--- src/rtl/gpio_irq_pkg.sv ---
package gpio_irq_pkg;
  localparam int unsigned ADDR_W = 3;

  typedef enum logic [ADDR_W-1:0] {
    SEL_EDGE = 3'd0,
    SEL_POL  = 3'd1,
    SEL_ANY  = 3'd2,
    SEL_STAT = 3'd3,
    SEL_MASK = 3'd4,
    SEL_UNM  = 3'd5,
    SEL_MSK  = 3'd6,
    SEL_NONE = 3'd7
  } reg_sel_e;

  // Trigger decode for one pin.
  function automatic logic trig_hit(input logic edge_sel, input logic pol,
                                    input logic any, input logic cur,
                                    input logic prv);
    logic rise, fall;
    rise = cur & ~prv;
    fall = ~cur & prv;
    if (edge_sel) begin
      if (any) trig_hit = rise | fall;
      else     trig_hit = pol ? rise : fall;
    end else begin
      trig_hit = pol ? cur : ~cur;
    end
  endfunction
endpackage

--- src/rtl/gpio_irq_cfg.sv ---
module gpio_irq_cfg
  import gpio_irq_pkg::*;
#(
  parameter int unsigned NUM_PINS = 32
) (
  input  logic                clk_i,
  input  logic                rst_ni,
  input  logic                wr_i,
  input  reg_sel_e            sel_i,
  input  logic [NUM_PINS-1:0] wdata_i,
  output logic [NUM_PINS-1:0] edge_o,
  output logic [NUM_PINS-1:0] pol_o,
  output logic [NUM_PINS-1:0] any_o,
  output logic [NUM_PINS-1:0] mask_o
);
  logic [NUM_PINS-1:0] edge_q, pol_q, any_q, mask_q;

  always_ff @(posedge clk_i or negedge rst_ni) begin
    if (!rst_ni) begin
      edge_q <= '0;
      pol_q  <= '0;
      any_q  <= '0;
      mask_q <= '1;
    end else if (wr_i) begin
      unique case (sel_i)
        SEL_EDGE: edge_q <= wdata_i;
        SEL_POL:  pol_q  <= wdata_i;
        SEL_ANY:  any_q  <= wdata_i;
        SEL_UNM:  mask_q <= mask_q & ~wdata_i;
        SEL_MSK:  mask_q <= mask_q | wdata_i;
        default: ;
      endcase
    end
  end

  assign edge_o = edge_q;
  assign pol_o  = pol_q;
  assign any_o  = any_q;
  assign mask_o = mask_q;
endmodule

--- src/rtl/gpio_irq_pin.sv ---
module gpio_irq_pin
  import gpio_irq_pkg::*;
(
  input  logic clk_i,
  input  logic rst_ni,
  input  logic pin_i,
  input  logic edge_i,
  input  logic pol_i,
  input  logic any_i,
  input  logic clr_i,
  output logic stat_o
);
  logic prev_q, stat_q, hit;

  assign hit = trig_hit(edge_i, pol_i, any_i, pin_i, prev_q);

  always_ff @(posedge clk_i or negedge rst_ni) begin
    if (!rst_ni) begin
      prev_q <= 1'b0;
      stat_q <= 1'b0;
    end else begin
      prev_q <= pin_i;
      // new event takes priority over clear
      stat_q <= hit | (stat_q & ~clr_i);
    end
  end

  assign stat_o = stat_q;
endmodule

--- src/rtl/gpio_irq_rdmux.sv ---
module gpio_irq_rdmux
  import gpio_irq_pkg::*;
#(
  parameter int unsigned NUM_PINS = 32
) (
  input  reg_sel_e            sel_i,
  input  logic [NUM_PINS-1:0] edge_i,
  input  logic [NUM_PINS-1:0] pol_i,
  input  logic [NUM_PINS-1:0] any_i,
  input  logic [NUM_PINS-1:0] stat_i,
  input  logic [NUM_PINS-1:0] mask_i,
  output logic [NUM_PINS-1:0] rdata_o
);
  always_comb begin
    unique case (sel_i)
      SEL_EDGE: rdata_o = edge_i;
      SEL_POL:  rdata_o = pol_i;
      SEL_ANY:  rdata_o = any_i;
      SEL_STAT: rdata_o = stat_i;
      SEL_MASK: rdata_o = mask_i;
      default:  rdata_o = '0;
    endcase
  end
endmodule

--- src/rtl/gpio_irq_det.sv ---
module gpio_irq_det
  import gpio_irq_pkg::*;
#(
  parameter int unsigned NUM_PINS = 32
) (
  input  logic                clk_i,
  input  logic                rst_ni,
  input  logic [NUM_PINS-1:0] pins_i,
  input  logic                req_i,
  input  logic                we_i,
  input  logic [ADDR_W-1:0]   addr_i,
  input  logic [NUM_PINS-1:0] wdata_i,
  output logic [NUM_PINS-1:0] rdata_o,
  output logic                irq_o
);
  reg_sel_e            sel;
  logic                wr;
  logic [NUM_PINS-1:0] edge_w, pol_w, any_w, mask_w, status_w, clr_w;

  assign sel   = reg_sel_e'(addr_i);
  assign wr    = req_i & we_i;
  assign clr_w = (wr && sel == SEL_STAT) ? wdata_i : '0;

  gpio_irq_cfg #(.NUM_PINS(NUM_PINS)) u_cfg (
    .clk_i   (clk_i),
    .rst_ni  (rst_ni),
    .wr_i    (wr),
    .sel_i   (sel),
    .wdata_i (wdata_i),
    .edge_o  (edge_w),
    .pol_o   (pol_w),
    .any_o   (any_w),
    .mask_o  (mask_w)
  );

  for (genvar g = 0; g < NUM_PINS; g++) begin : g_pin
    gpio_irq_pin u_pin (
      .clk_i  (clk_i),
      .rst_ni (rst_ni),
      .pin_i  (pins_i[g]),
      .edge_i (edge_w[g]),
      .pol_i  (pol_w[g]),
      .any_i  (any_w[g]),
      .clr_i  (clr_w[g]),
      .stat_o (status_w[g])
    );
  end

  gpio_irq_rdmux #(.NUM_PINS(NUM_PINS)) u_rd (
    .sel_i   (sel),
    .edge_i  (edge_w),
    .pol_i   (pol_w),
    .any_i   (any_w),
    .stat_i  (status_w),
    .mask_i  (mask_w),
    .rdata_o (rdata_o)
  );

  assign irq_o = |(status_w & ~mask_w);
endmodule

--- config.mk ---
export PLATFORM = sky130hd
export DESIGN_NAME = gpio_irq_det
export DESIGN_NICKNAME = d
export VERILOG_FILES = /design/src/rtl/gpio_irq_pkg.sv /design/src/rtl/gpio_irq_cfg.sv /design/src/rtl/gpio_irq_pin.sv /design/src/rtl/gpio_irq_rdmux.sv /design/src/rtl/gpio_irq_det.sv
export SDC_FILE = /design/constraint.sdc
export NUM_CORES = 1
export LEC_CHECK = 0
export ABC_AREA = 1
export CORE_ASPECT_RATIO = 1.2
export CORE_MARGIN = 10
export CORE_UTILIZATION = 52
export CTS_BUF_LIST = sky130_fd_sc_hd__clkbuf_16
export CTS_CLUSTER_DIAMETER = 120
export DETAILED_ROUTE_END_ITERATION = 8
export PLACE_DENSITY_LB_ADDON = 0.1
export SLEW_MARGIN = 20
export SYNTH_ARGS = -nofsm -noshare
export SYNTH_HDL_FRONTEND = slang
export SYNTH_SLANG_ARGS = --single-unit
--- constraint.sdc ---
create_clock -name clk_i -period 4.77 [get_ports clk_i]
set_input_delay 1.431 -clock clk_i [delete_from_list [all_inputs] [get_ports clk_i]]
set_output_delay 1.431 -clock clk_i [all_outputs]
set_load 0.1 [all_outputs]
### After elaboration in Yosys (flattened, before gate mapping)

Index checks and enable logic that the tools add are counted.

* $add $sub $neg: 0
* shifts and indexed selects: 0
* bitwise logic cells: 262
* equality and inequality tests: 6
* magnitude comparators: 0
* mux-type cells: 131
* $mul: 0
* reduce and logical (&&, ||, !) cells: 8
* divide/modulo/power cells: 0

Operators with widths (number)
* 32-bit case mux with 5 select lines: 1
* 1-bit two-way mux: 128
* 1-bit bitwise AND: 97
* 1-bit inverter: 96
* 32-bit bitwise AND: 2
* 32-bit inverter: 2
* 1-bit OR: 64
* 32-bit case mux with 2 select lines: 1
* 32-bit two-way mux: 1
* 32-bit OR: 1
* 32-bit OR reduction: 1
* 3-bit equality test, second input constant: 3
* 2-bit AND reduction: 4
* 3-bit by 2-bit equality test with 1-bit output, second input constant: 2
* 3-bit by 1-bit equality test with 1-bit output, second input constant: 1
* 3-bit zero test: 1
* 2-bit nonzero test: 1
* 1-bit logical AND: 1

* word-level logic and storage cells: 475
* memories: 0
* register bits after elaboration: 192
* latch bits: 0
* memory bits (writable): 0
* ROM bits: 0
* output and inout bits: 33

### Logic depth before layout (Yosys ltp)

* word-level depth: 6
* gate-level depth with buffers: 9

### Hierarchy

From an unflattened synthesis, not the netlist that was laid out.

* cell total of the unflattened synthesis: 1658
* area total of the unflattened synthesis: 12130.4 um2

Modules (own cells, without submodules)
* gpio_irq_cfg: cells an instance 525, area an instance 5412.7 um2, times used 1
* gpio_irq_pin: cells an instance 20, area an instance 140.1 um2, times used 32
* gpio_irq_rdmux: cells an instance 330, area an instance 1549.0 um2, times used 1
* gpio_irq_det: cells an instance 163, area an instance 684.4 um2, times used 1

### Worst setup path before layout

Ideal clock, no wire load.

* path type: input to output
* start: input port addr_i[2]
* end: output port rdata_o[0]
* cell stages on the path: 5
* slack: 467 ps
* arrival time: 2872 ps
* cell sequence: buf_2 > nor3_4 > clkbuf_1 > nand2_1 > nand2_1

* cells in the longest elaborated chain, start to end: 2
* elaborated cells on any way between the ends: 6
* classes of those cells: 4 x eq/ne; 1 x mux; 1 x reduce/logical

RTL lines
* from (decl): line gpio_irq_det.sv:11 `input logic [ADDR_W-1:0] addr_i,`
* 3-bit equality test, or another cell as far along: line gpio_irq_rdmux.sv:15 `unique case (sel_i)`
* 32-bit case mux with 5 select lines *: line gpio_irq_rdmux.sv:15
* to (decl): line gpio_irq_det.sv:13 `output logic [NUM_PINS-1:0] rdata_o,`

Every way passes the cells marked *; elsewhere a longest branch is shown, timed or not.

### Final worst setup path

* start: input port addr_i[1]
* end: output port rdata_o[23]

The elaborated chain is that of the path after synthesis.

==> summary.md <==
- **run status** completed
- **sort of element at the end of the critical path** output pin
- **post-route fraction of the period consumed by the critical path** 96.5%
- **die boundary width** 150 um
- **root cell of the clock tree** sky130_fd_sc_hd__clkbuf_16
- **Worst Path Required** 3.34 ns
- **Post-Synthesis Net Count** 1513
- **destination of the worst register-to-register timing path** g_pin[29].u_pin.stat_o
- **global-route wire length before repair** 43.6 mm
- **library cell contributing the largest single delay on the critical path** sky130_fd_sc_hd__clkdlybuf4s50_1
- **number of primary I/O pins** 104
- **r2r worst-path depth** 6
- **initial antenna violation count** 0
- **Resized cells post-CTS** 0
- **reg-to-reg critical path startpoint** g_pin[29].u_pin.prev_q
- **Setup Fix Bufs, Post-CTS** 0
- **maximum frequency from static timing analysis** 0.217 GHz
- **Die Ht** 176 um
- **fraction of met2 tracks used by global routing** 33.7%
- **WP data arrival** 3.17 ns
- **area taken by multi-input logic gates** 4850 um^2
- **busiest layer in global routing** met2
- **nets** 1608
- **post-synthesis instance area** 10500 um^2
- **critical path's largest stage delay** 0.47 ns
- **post-route setup TNS** 0 ns
- **start point of the critical path** addr_i[1]
- **number of global-route vias before repair** 8970
- **share of cells above drive strength 1** 8.41%
- **WL final** 26.2 mm
- **CTS Buf Count** 17
- **final slew viol count** 0
- **Max Cap Viol** 0
- **number of fill cells** 1699
- **half-perimeter wire length after detailed placement** 17.4 mm
- **cells along the critical path** clkdlybuf4s50_1 -> inv_1 -> nand2_1 -> nor2_4 -> buf_12 -> nand2_1 -> o21ai_0 -> nor2_1 -> nand2_1 -> buf_12
- **CTS sink cnt** 192
- **count of endpoints failing hold in the final timing report** 0
- **Via-to-Cell Ratio** 5.20
- **starting density of the core** 53.3%
- **critical path launch point type** input port
- **crit path max fanout** 33
- **critical path's most frequent cell** sky130_fd_sc_hd__nand2_1
- **number of distinct library cells after synthesis** 21
- **number of hold-repair buffers added at the cts stage** 0
- **total power density per cell area** 359 nW/um^2
- **router iterations before antenna repair** 5
- **clock tree from TritonCTS** yes
- **standard-cell rows** 56
- **sum of internal, switching and leakage power** 4610 uW
- **path type of the worst min-delay path** register to register
- **drc violations** 0
- **Top Family by Delay on Critical Path** buffers and inverters
- **Iter 0 DRT Violations** 465
- **peak supply drop** 0.276 mV
- **Avg Inst Size Synth** 7.62 um^2
- **number of instances on the worst hold path** 2
- **Slew HR** 35.1%
- **yosys warns** 0
- **number of buffer cells added on primary ports** 103
- **met1 Track Usage GR** 26.5%
- **Overall Global Routing Usage** 20.3%
- **area occupied by registers** 4840 um^2
- **buffers and inverters on the worst path** 4
- **vias after detailed routing** 9085
- **count of inserted antenna diode cells** 0
- **Worst-Margin Slew** 0.970 ns
- **total number of H-tree levels** 4
- **leakage power of the design** 0.00623 uW
- **final critical path time including I/O delays and setup** 4.60 ns
- **Max Clock Skew** 0.00793 ns
- **GRT Residual Overflow** 0
- **Final Worst Setup Slack** 0.166 ns
- **routing usage on met3** 3.99%
- **maximum number of pins on one net before global-route repair** 98
- **routed len/inst** 15.0 um
- **share of synthesized area occupied by flip-flops and latches** 46.2%
- **Post-DRT Antenna Nets** 0
- **clock-pin slew on the worst setup and hold paths** 0.07 ns
- **setup repair after global routing missed its margin** no
- **post-synthesis sequential element count** 192
- **register-to-register path setup slack** 3.60 ns
- **DIE AREA** 26300 um^2
- **number of standard cells after synthesis** 1378
- **signed area change from the synthesized netlist to the final layout** 22.3%
- **post-placement setup slack** 0.176 ns
- **class of the most critical setup path** input port to output pin
- **Worst-Skew Late Latency** 0.43 ns
- **final estimated routing congestion in global placement** 0.861
- **deepest clock path buffer count** 2
- **final number of setup-violating endpoints** 0
- **Placeable Area** 19700 um^2
## how the worst max path moves through the flow
stage / endpoint / slack (ns) / depth (start not counted)
2_1_floorplan: rdata_o[0] / 0.47 / 5
3_3_place_gp: rdata_o[12] / 0.22 / 10
3_5_place_dp: rdata_o[30] / 0.18 / 10
4_1_cts: rdata_o[30] / 0.17 / 10
5_1_grt: rdata_o[8] / 0.003 / 10
6_report: rdata_o[23] / 0.17 / 10
## final cells by class
class	count	area share, %
Multi-Input combinational cell	975	37.8
Sequential cell	192	37.8
Timing Repair Buffer	122	12.5
Inverter	165	4.83
Clock buffer	17	3.32
Tap cell	261	2.54
Clock inverter	15	1.34
## Yosys cell counts
library cell               count  area share (%)
sky130_fd_sc_hd__clkinv_1      1           0.036
sky130_fd_sc_hd__nor2_1       75             2.7
sky130_fd_sc_hd__ha_1         64             7.6
sky130_fd_sc_hd__a21oi_1      32             1.5
sky130_fd_sc_hd__nor3_2        1           0.095
sky130_fd_sc_hd__nor3_4        1            0.16
sky130_fd_sc_hd__dfrtp_1     160              38
sky130_fd_sc_hd__nor2_4        1            0.11
sky130_fd_sc_hd__nand2_2       4            0.24
sky130_fd_sc_hd__a21boi_0     32             2.3
sky130_fd_sc_hd__nand3_2       2            0.19
sky130_fd_sc_hd__buf_2        17            0.81
sky130_fd_sc_hd__dfstp_2      32             8.0
sky130_fd_sc_hd__nand3_1      33             1.6
sky130_fd_sc_hd__nand2_1     440              16
sky130_fd_sc_hd__o21ai_1      48             2.3
sky130_fd_sc_hd__o21ai_0     240              11
sky130_fd_sc_hd__clkbuf_1     29             1.0
sky130_fd_sc_hd__nor2_2        2            0.12
sky130_fd_sc_hd__inv_2         2           0.072
sky130_fd_sc_hd__inv_1       162             5.8
## stage by stage
stage          utilization [%]  hold WS, ns  instance area (um^2)  std cells
3_5_place_dp              62.1        0.464                 12200       1715
4_1_cts                   65.2        0.475                 12800       1747
6_report                  65.2        0.475                 12800       1747
5_1_grt                   65.2        0.485                 12800       1747
2_1_floorplan                -        0.453                 10500       1378
3_3_place_gp              62.1        0.459                 12200       1715
## cell usage in the layout (no fill, tap or decap)
cell                              netlist  final
sky130_fd_sc_hd__nor2_1                75     75
sky130_fd_sc_hd__ha_1                  64     64
sky130_fd_sc_hd__nand3_2                2      2
sky130_fd_sc_hd__bufinv_16              0      3
sky130_fd_sc_hd__o21ai_1               48     48
sky130_fd_sc_hd__nand2_2                4      4
sky130_fd_sc_hd__clkbuf_8               0      1
sky130_fd_sc_hd__nand3_1               33     33
sky130_fd_sc_hd__dfrtp_1              160    160
sky130_fd_sc_hd__inv_2                  2      2
sky130_fd_sc_hd__a21boi_0              32     32
sky130_fd_sc_hd__buf_4                  0     11
sky130_fd_sc_hd__inv_6                  0      2
sky130_fd_sc_hd__a21oi_1               32     32
sky130_fd_sc_hd__clkinvlp_4             0      3
sky130_fd_sc_hd__nor2_2                 2      1
sky130_fd_sc_hd__clkdlybuf4s50_1        0     70
sky130_fd_sc_hd__inv_1                162    164
sky130_fd_sc_hd__clkinv_1               1      3
sky130_fd_sc_hd__buf_12                 0     40
sky130_fd_sc_hd__o21ai_0              240    240
sky130_fd_sc_hd__nand2_1              440    440
sky130_fd_sc_hd__dfstp_2               32     32
sky130_fd_sc_hd__nor3_4                 1      2
sky130_fd_sc_hd__clkinv_4               0      3
sky130_fd_sc_hd__nor2_4                 1      2
sky130_fd_sc_hd__clkbuf_16              0     17
## kinds of logic (layout without fill, tap and decap cells)
family / count (synthesis) / in the layout / share of synthesized area, %
AO/OA/AOI/OAI: 352 / 352 / 17.6
buffers and inverters: 211 / 319 / 7.75
AND/OR/NAND/NOR: 559 / 559 / 20.9
adder cells (fa/ha/maj): 64 / 64 / 7.63
flip-flops: 192 / 192 / 46.2
## routing by layer
metal	vias to the layer above	share of wire, %
met3	25	5.1
met5	-	0
met1	4262	46
li1	4594	-
met2	204	48
met4	0	1.3
## power breakdown
group          internal (uW)  switching (uW)  total [uW]
clock                    823             639        1460
combinational            410             671        1080
sequential              1870             197        2060
total                   3100            1510        4610
## worst reg2reg max path, delay by kind of cell, from the launching register on
family	cells	cell delay [ns]
DFF	1	0.36
and+or+nand+nor	3	0.24
adders and majority gates	1	0.17
AOI/OAI and AO/OA	1	0.21
buffers and inverters	1	0.05
No activity file was read; power rests on OpenSTA's default activity.
